`src/rtl/irq_coal_pkg.sv`:
```
package irq_coal_pkg;
  localparam int WORD_W     = 32;
  localparam int COAL_W     = 6;
  localparam int CRED_W     = 16;
  localparam int CRED_MAG_W = 15;
  localparam int STRIDE_LG  = 5;
  localparam int UNMASK_BIT = 16;
  localparam int RESTART_BIT = 17;

  localparam logic [2:0] WD_START   = 3'd0;
  localparam logic [2:0] WD_MASK    = 3'd1;
  localparam logic [2:0] WD_CREDIT  = 3'd2;
  localparam logic [2:0] WD_MASKFIRE = 3'd3;
  localparam logic [2:0] WD_REMAIN  = 3'd4;

  function automatic logic [CRED_W-1:0] credit_step(
    input logic [CRED_W-1:0]     cur,
    input logic                  inc,
    input logic                  ret,
    input logic [CRED_MAG_W-1:0] mag);
    logic [CRED_W-1:0] sub;
    sub = ret ? {1'b0, mag} : '0;
    return cur + {{(CRED_W-1){1'b0}}, inc} - sub;
  endfunction

  function automatic logic credit_pending(input logic [CRED_W-1:0] c);
    return !c[CRED_W-1] && (c != '0);
  endfunction
endpackage

```
`src/rtl/irq_coal_tick.sv`:
```
module irq_coal_tick #(
  parameter int TICK_DIV = 4
) (
  input  logic clk,
  input  logic rst_n,
  output logic tick
);
  generate
    if (TICK_DIV <= 1) begin : g_every
      assign tick = 1'b1;
    end else begin : g_div
      localparam int CNT_W = $clog2(TICK_DIV);
      localparam logic [CNT_W-1:0] LAST = CNT_W'(TICK_DIV - 1);
      logic [CNT_W-1:0] cnt_q;
      assign tick = (cnt_q == LAST);
      always_ff @(posedge clk) begin
        if (!rst_n)    cnt_q <= '0;
        else if (tick) cnt_q <= '0;
        else           cnt_q <= cnt_q + 1'b1;
      end
    end
  endgenerate
endmodule

```
`src/rtl/irq_coal_vector.sv`:
```
module irq_coal_vector
  import irq_coal_pkg::*;
(
  input  logic                clk,
  input  logic                rst_n,
  input  logic                tick,
  input  logic                event_i,
  input  logic                wr_en,
  input  logic [2:0]          word_sel,
  input  logic [WORD_W-1:0]   wdata,
  output logic [WORD_W-1:0]   rd_word,
  output logic                fire_o,
  output logic                mask_o,
  output logic                maskfire_o,
  output logic [CRED_W-1:0]   credit_o,
  output logic [COAL_W-1:0]   remain_o,
  output logic [COAL_W-1:0]   start_o
);
  logic [COAL_W-1:0] start_q, remain_q;
  logic              mask_q, maskfire_q;
  logic [CRED_W-1:0] credit_q;

  logic wr_start, wr_mask, wr_credit, wr_maskfire;
  logic do_unmask, do_restart, fire;

  always_comb begin
    wr_start    = wr_en && (word_sel == WD_START);
    wr_mask     = wr_en && (word_sel == WD_MASK);
    wr_credit   = wr_en && (word_sel == WD_CREDIT);
    wr_maskfire = wr_en && (word_sel == WD_MASKFIRE);
    do_unmask   = wr_credit && wdata[UNMASK_BIT];
    do_restart  = wr_credit && wdata[RESTART_BIT];
    fire        = !mask_q && credit_pending(credit_q) && (remain_q == '0);
  end

  always_ff @(posedge clk) begin
    if (!rst_n) begin
      start_q    <= '0;
      mask_q     <= 1'b1;
      maskfire_q <= 1'b0;
      credit_q   <= '0;
      remain_q   <= '0;
    end else begin
      if (wr_start)    start_q    <= wdata[COAL_W-1:0];
      if (wr_maskfire) maskfire_q <= wdata[0];
      credit_q <= credit_step(credit_q, event_i, wr_credit, wdata[CRED_MAG_W-1:0]);
      if (do_unmask)    mask_q <= 1'b0;
      else if (wr_mask) mask_q <= wdata[0];
      else if (fire)    mask_q <= maskfire_q;
      if (fire || do_restart)          remain_q <= start_q;
      else if (tick && remain_q != '0) remain_q <= remain_q - 1'b1;
    end
  end

  always_comb begin
    case (word_sel)
      WD_START:    rd_word = {{(WORD_W-COAL_W){1'b0}}, start_q};
      WD_MASK:     rd_word = {{(WORD_W-1){1'b0}}, mask_q};
      WD_CREDIT:   rd_word = {{(WORD_W-CRED_W){1'b0}}, credit_q};
      WD_MASKFIRE: rd_word = {{(WORD_W-1){1'b0}}, maskfire_q};
      WD_REMAIN:   rd_word = {{(WORD_W-COAL_W){1'b0}}, remain_q};
      default:     rd_word = '0;
    endcase
  end

  assign fire_o     = fire;
  assign mask_o     = mask_q;
  assign maskfire_o = maskfire_q;
  assign credit_o   = credit_q;
  assign remain_o   = remain_q;
  assign start_o    = start_q;
endmodule

```
`src/rtl/irq_coal_regif.sv`:
```
module irq_coal_regif
  import irq_coal_pkg::*;
#(
  parameter int NUM_VEC = 8,
  parameter int ADDR_W  = 16
) (
  input  logic                           reg_wr_en,
  input  logic [ADDR_W-1:0]              reg_addr,
  input  logic [NUM_VEC-1:0][WORD_W-1:0] rd_bus,
  output logic [NUM_VEC-1:0]             vec_wr,
  output logic [2:0]                     word_sel,
  output logic [WORD_W-1:0]              reg_rdata
);
  localparam int IDX_W = ADDR_W - STRIDE_LG;

  logic [IDX_W-1:0]   vec_idx;
  logic [NUM_VEC-1:0] vec_hit;

  assign vec_idx  = reg_addr[ADDR_W-1:STRIDE_LG];
  assign word_sel = reg_addr[STRIDE_LG-1:2];

  always_comb begin
    reg_rdata = '0;
    for (int v = 0; v < NUM_VEC; v++) begin
      vec_hit[v] = (vec_idx == IDX_W'(v));
      vec_wr[v]  = reg_wr_en && vec_hit[v];
      if (vec_hit[v]) reg_rdata = reg_rdata | rd_bus[v];
    end
  end
endmodule

```
`src/rtl/irq_coal_ctrl.sv`:
```
module irq_coal_ctrl
  import irq_coal_pkg::*;
#(
  parameter int NUM_VEC  = 8,
  parameter int ADDR_W   = 16,
  parameter int TICK_DIV = 4
) (
  input  logic               clk,
  input  logic               rst_n,
  input  logic               reg_wr_en,
  input  logic [ADDR_W-1:0]  reg_addr,
  input  logic [31:0]        reg_wdata,
  output logic [31:0]        reg_rdata,
  input  logic [NUM_VEC-1:0] event_in,
  output logic [NUM_VEC-1:0] irq_out
);
  logic                           tick;
  logic [NUM_VEC-1:0]             vec_wr;
  logic [2:0]                     word_sel;
  logic [NUM_VEC-1:0][WORD_W-1:0] rd_bus;

  logic [NUM_VEC-1:0]             vec_fire;
  logic [NUM_VEC-1:0]             vec_mask;
  logic [NUM_VEC-1:0]             vec_maskfire;
  logic [NUM_VEC-1:0][CRED_W-1:0] vec_credit;
  logic [NUM_VEC-1:0][COAL_W-1:0] vec_remain;
  logic [NUM_VEC-1:0][COAL_W-1:0] vec_start;

  irq_coal_tick #(.TICK_DIV(TICK_DIV)) u_tick (
    .clk(clk), .rst_n(rst_n), .tick(tick));

  irq_coal_regif #(.NUM_VEC(NUM_VEC), .ADDR_W(ADDR_W)) u_regif (
    .reg_wr_en(reg_wr_en), .reg_addr(reg_addr), .rd_bus(rd_bus),
    .vec_wr(vec_wr), .word_sel(word_sel), .reg_rdata(reg_rdata));

  generate
    for (genvar v = 0; v < NUM_VEC; v++) begin : g_vec
      irq_coal_vector u_vec (
        .clk(clk), .rst_n(rst_n), .tick(tick),
        .event_i(event_in[v]), .wr_en(vec_wr[v]), .word_sel(word_sel),
        .wdata(reg_wdata), .rd_word(rd_bus[v]),
        .fire_o(vec_fire[v]), .mask_o(vec_mask[v]),
        .maskfire_o(vec_maskfire[v]), .credit_o(vec_credit[v]),
        .remain_o(vec_remain[v]), .start_o(vec_start[v]));
    end
  endgenerate

  assign irq_out = vec_fire;
endmodule

```
`config.mk`:
```
export PLATFORM = sky130hd
export DESIGN_NAME = irq_coal_ctrl
export DESIGN_NICKNAME = d
export VERILOG_FILES = /design/src/rtl/irq_coal_pkg.sv /design/src/rtl/irq_coal_tick.sv /design/src/rtl/irq_coal_vector.sv /design/src/rtl/irq_coal_regif.sv /design/src/rtl/irq_coal_ctrl.sv
export SDC_FILE = /design/constraint.sdc
export NUM_CORES = 1
export LEC_CHECK = 0
export BUFFER_PORTS_ARGS = -buffer_cell sky130_fd_sc_hd__buf_4
export CAP_MARGIN = 30
export CELL_PAD_IN_SITES_DETAIL_PLACEMENT = 1
export CELL_PAD_IN_SITES_GLOBAL_PLACEMENT = 1
export CORE_MARGIN = 5
export CORE_UTILIZATION = 51
export CTS_BUF_LIST = sky130_fd_sc_hd__clkbuf_8 sky130_fd_sc_hd__clkbuf_16
export CTS_CLUSTER_DIAMETER = 120
export DETAILED_ROUTE_END_ITERATION = 10
export GPL_TIMING_DRIVEN = 1
export PLACE_DENSITY_LB_ADDON = 0.25
export SETUP_SLACK_MARGIN = 0.02
export SYNTH_ARGS = -nofsm -noshare
export SYNTH_HDL_FRONTEND = slang
export SYNTH_SLANG_ARGS = --single-unit
export TNS_END_PERCENT = 30
```
`constraint.sdc`:
```
create_clock -name clk -period 12.5 [get_ports clk]
set_input_delay 3.75 -clock clk [delete_from_list [all_inputs] [get_ports clk]]
set_output_delay 3.75 -clock clk [all_outputs]
set_load 0.02 [all_outputs]
```
# After elaboration in Yosys (flattened, before gate mapping)
# Cells that the tools add are included.
dict set report word_totals {
  elab_cells 305
  inputBits 59
  output_inout_bits 40
  ff_bits 242
}
dict set report classes {
  eq_ne 12
  bitwise_logic 8
  addsub 25
  reduce_logical 155
  muxes 64
}
# op count
set op_table {}
lappend op_table {{one-hot mux 16 bit (5 select lines)} 8}
lappend op_table {{two-way mux 32 bit} 8}
lappend op_table {{bitwise OR 32 bit} 7}
lappend op_table {{adder 16 x 1 -> 16 bit} 8}
lappend op_table {{nonzero test 16 bit} 8}
lappend op_table {{subtractor 16 bit} 8}
lappend op_table {{two-way mux 15 bit} 8}
lappend op_table {{two-way mux 6 bit} 16}
lappend op_table {{logical AND 1 bit} 88}
lappend op_table {{logical NOT 6 bit} 8}
lappend op_table {{nonzero test 6 bit} 8}
lappend op_table {{subtractor 6 x 1 -> 6 bit, second input constant} 8}
lappend op_table {{== test 11 x 3 -> 1 bit, second input constant} 4}
lappend op_table {{two-way mux 1 bit} 24}
lappend op_table {{nonzero test 3 bit} 8}
lappend op_table {{== test 11 x 2 -> 1 bit, second input constant} 2}
lappend op_table {{logical NOT 1 bit} 16}
lappend op_table {{nonzero test 2 bit} 8}
lappend op_table {{== test 11 x 1 -> 1 bit, second input constant} 1}
lappend op_table {{logical NOT 11 bit} 1}
lappend op_table {{logical OR 1 bit} 8}
lappend op_table {{== test 3 x 2 -> 1 bit, second input constant} 2}
lappend op_table {{== test 3 x 1 -> 1 bit, second input constant} 1}
lappend op_table {{== test 3 bit, second input constant} 1}
lappend op_table {{other kinds (5)} 5}

# Logic depth before layout (Yosys ltp)
dict set report depth {
  word_depth 17
  ltp_mapped 16
  depth_no_buf 15
}

# By module
# From an unflattened synthesis, not the netlist that was laid out.
dict set report hier_totals {
  cells_unflattened 2712
  area_unflattened_um2 23033.3
}
# mod area_per_inst_um2 cells_each seq_area_each_um2 n_inst
set modules_own_cells {}
lappend modules_own_cells {{irq_coal_vector at g_vec[2].u_vec ...} 2588.7 302 600.6 6}
lappend modules_own_cells {{irq_coal_vector at g_vec[0].u_vec} 2562.5 312 600.6 1}
lappend modules_own_cells {{irq_coal_vector at g_vec[1].u_vec} 2533.7 303 600.6 1}
lappend modules_own_cells {irq_coal_regif 2331.0 280 0.0 1}
lappend modules_own_cells {irq_coal_tick 73.8 5 40.0 1}

# Worst setup path before layout
# Ideal clock, no wire load.
dict set report synth_timing {
  kind {in2out}
  from {input port reg_addr[11]}
  to {output port reg_rdata[6]}
  required_ns 8.750
  stages 6
  setup_slack_ns 3.243
  path_buffers 1
  arrival_ns 5.507
  path_cell_list {nor4_4 > nand3b_4 > nor2_2 > buf_2 > a22oi_1 > a21oi_1}
}
dict set report synth_between {
  elab_chain_len 16
  word_cells_on_any_way 23
  classes_between {eq/ne: 7; mux: 8; bitwise: 7; reduce/logical: 1}
}
# element line_no
set synth_lines {}
lappend synth_lines {{start, declared} irq_coal_ctrl.sv:11} ;# input logic [ADDR_W-1:0] reg_addr,
lappend synth_lines {{logical NOT 11 bit} irq_coal_regif.sv:25} ;# vec_hit[v] = (vec_idx == IDX_W'(v));
lappend synth_lines {{two-way mux 32 bit} irq_coal_regif.sv:27} ;# if (vec_hit[v]) reg_rdata = reg_rdata | rd_bus[v];
lappend synth_lines {{bitwise OR 32 bit} irq_coal_regif.sv:27}
lappend synth_lines {{two-way mux 32 bit} irq_coal_regif.sv:27}
lappend synth_lines {{bitwise OR 32 bit} irq_coal_regif.sv:27}
lappend synth_lines {{two-way mux 32 bit} irq_coal_regif.sv:27}
lappend synth_lines {{bitwise OR 32 bit} irq_coal_regif.sv:27}
lappend synth_lines {{two-way mux 32 bit} irq_coal_regif.sv:27}
lappend synth_lines {{bitwise OR 32 bit} irq_coal_regif.sv:27}
lappend synth_lines {{two-way mux 32 bit} irq_coal_regif.sv:27}
lappend synth_lines {{bitwise OR 32 bit} irq_coal_regif.sv:27}
lappend synth_lines {{two-way mux 32 bit} irq_coal_regif.sv:27}
lappend synth_lines {{bitwise OR 32 bit} irq_coal_regif.sv:27}
lappend synth_lines {{two-way mux 32 bit} irq_coal_regif.sv:27}
lappend synth_lines {{bitwise OR 32 bit} irq_coal_regif.sv:27}
lappend synth_lines {{two-way mux 32 bit (*)} irq_coal_regif.sv:27}
lappend synth_lines {{end, declared} irq_coal_ctrl.sv:13} ;# output logic [31:0] reg_rdata,
# Every way passes the cells marked *; elsewhere a longest branch is shown, timed or not.

# Final worst setup path
dict set report layout_timing {
  from {input port reg_addr[11]}
  to {output port reg_rdata[9]}
}
# The elaborated chain is that of the path after synthesis.

==> results by group <==
STA
  – Fin crit period: 10570 ps
  – RSZ-0062 raised after global routing: no
  – Fin crit share: a little over four fifths
  – Clock skew: roughly 38 ps
  – Hold Fails Final Rpt: 0
  – Worst-margin pin slew: 1193 ps
  – Setup violation total in the final timing report: 0
  – Final Max Tran Viols: 0
  – Setup WS post-layout: 1926 ps
  – Fmax: 0.09457 GHz
  – Hold_ws: 455.6 ps
  – TNS Setup: 0 ps
  – Slew headroom: between 20% and 30%

Clock tree
  – Post_cts resized: 0
  – Number of setup buffers added after CTS: 0
  – CTS tree: done
  – Clock latency on the worst-skew pair: 610 ps
  – Longest Clk Path Bufs: 3
  – Clock Pin Slew Worst Setup and Hold Paths: 60 ps
  – CTS buffer count: 30
  – Root Buffer: clkbuf_16
  – H-tree lvl count: 1
  – CTS sink cnt: 242
  – Hold_buf cts: 0

Floorplanning
  – Width of the die: 202.2 um
  – Die area: 40880 um2
  – Cell row count: 70
  – Die height: 202.2 um
  – Initial Util: slightly above 50%
  – IO Pins: 99
  – Core ar.: ~37000 um2

Worst setup path
  – CP dominant cell by count: buf_4
  – Startpoint class of the critical path: input pin
  – FF-to-FF End: g_vec[1].u_vec.credit_o[12]$_SDFF_PN0_
  – R2r setup slk: 9400 ps
  – Crit-path slowest cell: nor3_2
  – Slowest stage delay, CP: 760 ps
  – FF-to-FF Start: g_vec[1].u_vec.credit_o[6]$_SDFF_PN0_
  – Cell depth of the worst flop-to-flop path: 8
  – Crit path DAT: 6820 ps
  – Worst setup EP type: primary output
  – Critical-path cell list: buf_4 > nor4_4 > nand3b_4 > nor3_2 > buf_4 > a22o_1 > a221oi_1 > a31oi_1 > buf_4
  – Critical path class: in2out
  – Worst-path fanout max: 11
  – Worst endpoint required time: ~9000 ps
  – CP startpoint: reg_addr[11]

Detailed routing
  – Vias post-DR: 18140
  – WL per Instance: 24.45 um
  – DRC violations left: 0
  – Antenna Violating Nets Remaining: 0
  – Vias/cell: 6.464
  – Pre-antenna DRT Iters: 5
  – Final wirelength: 68620 um
  – DR iter-0 viols: around 1400

Global route
  – GRT Util Overall: 32.34%
  – Gr ovfl total: 0
  – Vias in the first global route: 18570
  – Global-route wire length before repair: 105800 um
  – Initial antenna violation count: 0
  – Largest net degree at the start of global routing: 79

Yosys
  – Area leader, netlist: dfxtp_1
  – Count of cell types in the netlist: between 70 and 80
  – Mean post-synth cell area: 8.095 um2
  – Post-synthesis sequential area ratio: 25.72%
  – Post-synth top area share: about a quarter
  – Synthesis-stage register bit count: 242
  – Ys flop type: dfxtp_1
  – YS warnings: 0
  – Number of synthesized flops with an enable pin: 0
  – Area contributors post-synth: dfxtp_1, ha_1, mux2i_1
  – Ys async rst share: 0%
  – Post-Syn Instances: 2327
  – Mapped cell area: 18840 um2

Placed design
  – Pre-CTS WS: 2070 ps
  – Gpl congestion: 0.9259
  – Placed cell areas: 19480 um2
  – DP HPWL: 49550 um
  – Port Buf Inserts: 65

Hold path
  – Hold path startpoint: u_tick.g_div.cnt_q[0]$_SDFF_PP0_
  – Hold Path Stages: 1
  – Hold EP: u_tick.g_div.cnt_q[0]$_SDFF_PP0_
  – Worst min path class: reg2reg

Pwr
  – Flop pwr share: 24.8%
  – NetSw: 0.002121 W
  – Cell Int Power: roughly 0.0026 W
  – Clock power frac: 19.3%
  – Lkg Pwr: ~8.5 nW
  – Combinational Power Share: 55.9%
  – Worst vdd ir: between 150 and 200 uV
  – Net Sw Frac: 44.75%
  – Pwr Density: about 230 nW/um2
  – Final Total Pwr: about 0.0047 W

Final layout
  – Share of layout cells above drive strength 1: 8.340%
  – Antenna cells: 0
  – Fin nets: about 2600
  – Post-route cell area: between 20000 and 25000 um2
  – Synthesis-to-layout area growth: 8.901%

Flow run
  – Max cap viols: 0

Status
  – Status: complete, no violations
## worst max-delay path: cells and delay by family
kind,cells,cell delay (ps)
buf+inv,3,670
compound gates,3,580
simple gates,3,1810
## state kept, by name, summed over array words and instances, names as in the netlist
signal	cells
u_tick.g_div.cnt_q	2
g_vec.u_vec.credit_o	128
g_vec.u_vec.start_o	48
g_vec.u_vec.remain_o	48
g_vec.u_vec.mask_o	8
g_vec.u_vec.maskfire_o	8
## power groups by stage
stage | logic (W) | clock network (W) | registers (W)
floorplan | 0.00204 | 0 | 0.00105
global placement | 0.00245 | 0 | 0.00117
detailed placement | 0.00258 | 0 | 0.00118
CTS | 0.00263 | 0.000923 | 0.00116
global route | 0.00295 | 0.000958 | 0.00118
finish | 0.00265 | 0.000915 | 0.00117
## cells by family after synthesis
kind of cell	after synthesis	share of synthesized area [%]
AOI/OAI and AO/OA	538	19.22
muxes	111	6.031
DFF	242	25.72
xor gates and xnor gates	108	5.022
and+or+nand+nor	842	21.37
other	1	0.01991
buffers and inverters	228	5.234
adders and majority gates	257	17.39
## how the worst max path moves through the flow
stage | to | slack, ps
floorplan | reg_rdata[6] | 3240
global placement | reg_rdata[7] | 2110
detailed placement | reg_rdata[7] | 2070
CTS | reg_rdata[7] | 2040
global route | reg_rdata[7] | 1840
finish | reg_rdata[9] | 1930
## synth_stat cells (all sizes together), types with 3 or more instances
master   count
o2111ai      5
o21a        15
xor2        34
o31ai        9
and2        26
a2111oi      3
a21o        38
inv         87
mux2i      109
buf         69
nand4       14
a22o        12
o22a         3
a22oi       30
fa           8
nor3b       15
dfxtp      242
nand2b      31
a221oi       8
a222oi       3
nor4        41
a31oi       24
nor4b        4
clkbuf      72
o22ai       12
and3         9
nand2      267
a21oi      139
a211oi      66
xnor2       74
nor2b       19
o21bai      16
ha         249
nor2       249
o211ai      23
a311oi       4
nand3       87
nor3        51
a31o         5
o21ai      106
or4         11
or3          8
a221o        3
nand3b       4
## through the flow
| step | std cells | utilization (%) |
|---|---|---|
| 3_3_place_gp | 2745 | 53.15 |
| 4_1_cts | 2805 | 56.15 |
| 5_1_grt | 2806 | 56.17 |
| 3_5_place_dp | 2752 | 53.34 |
| 2_1_floorplan | 2342 | - |
| 6_report | 2806 | 56.17 |
## metal layers
| layer | GRT usage (%) | up-vias | routed length (um) |
|---|---|---|---|
| met5 | 0 | - | 0 |
| met2 | 52.17 | 639 | 30880 |
| met1 | 43.27 | 8996 | 29510 |
| li1 | - | 8299 | - |
| met4 | 13.75 | 0 | 3414 |
| met3 | 4.845 | 205 | 4814 |
## cell usage in the layout (no fill, tap or decap), types with 11 or more instances in the layout
cell type / n
o21ai_0: 98
buf_4: 82
nor2b_1: 18
nor4_1: 39
clkbuf_16: 30
dfxtp_1: 242
ha_1: 249
o22ai_1: 12
conb_1: 16
a22o_1: 12
a211oi_2: 30
a22oi_1: 30
a31oi_1: 24
o211ai_1: 23
nor2_1: 242
nand2b_1: 31
clkbuf_8: 11
mux2i_1: 109
nor3b_1: 15
a211oi_1: 36
a21o_1: 38
or4_1: 11
nand3_1: 86
xnor2_1: 74
nand4_1: 13
nor3_1: 42
o21a_1: 15
o21bai_1: 16
a21oi_1: 139
inv_1: 89
nand2_1: 267
and2_1: 26
xor2_1: 34
## layout make-up
type,count,area [um2]
clock buffers,41,902.1
repair buffers,84,646.9
clock inverters,12,122.6
multi-input cells,1872,13080
flip-flops and latches,242,4845
inverters,87,331.6
fillers,4438,16010
well taps,468,585.6
(Power assumes the default switching activity.)
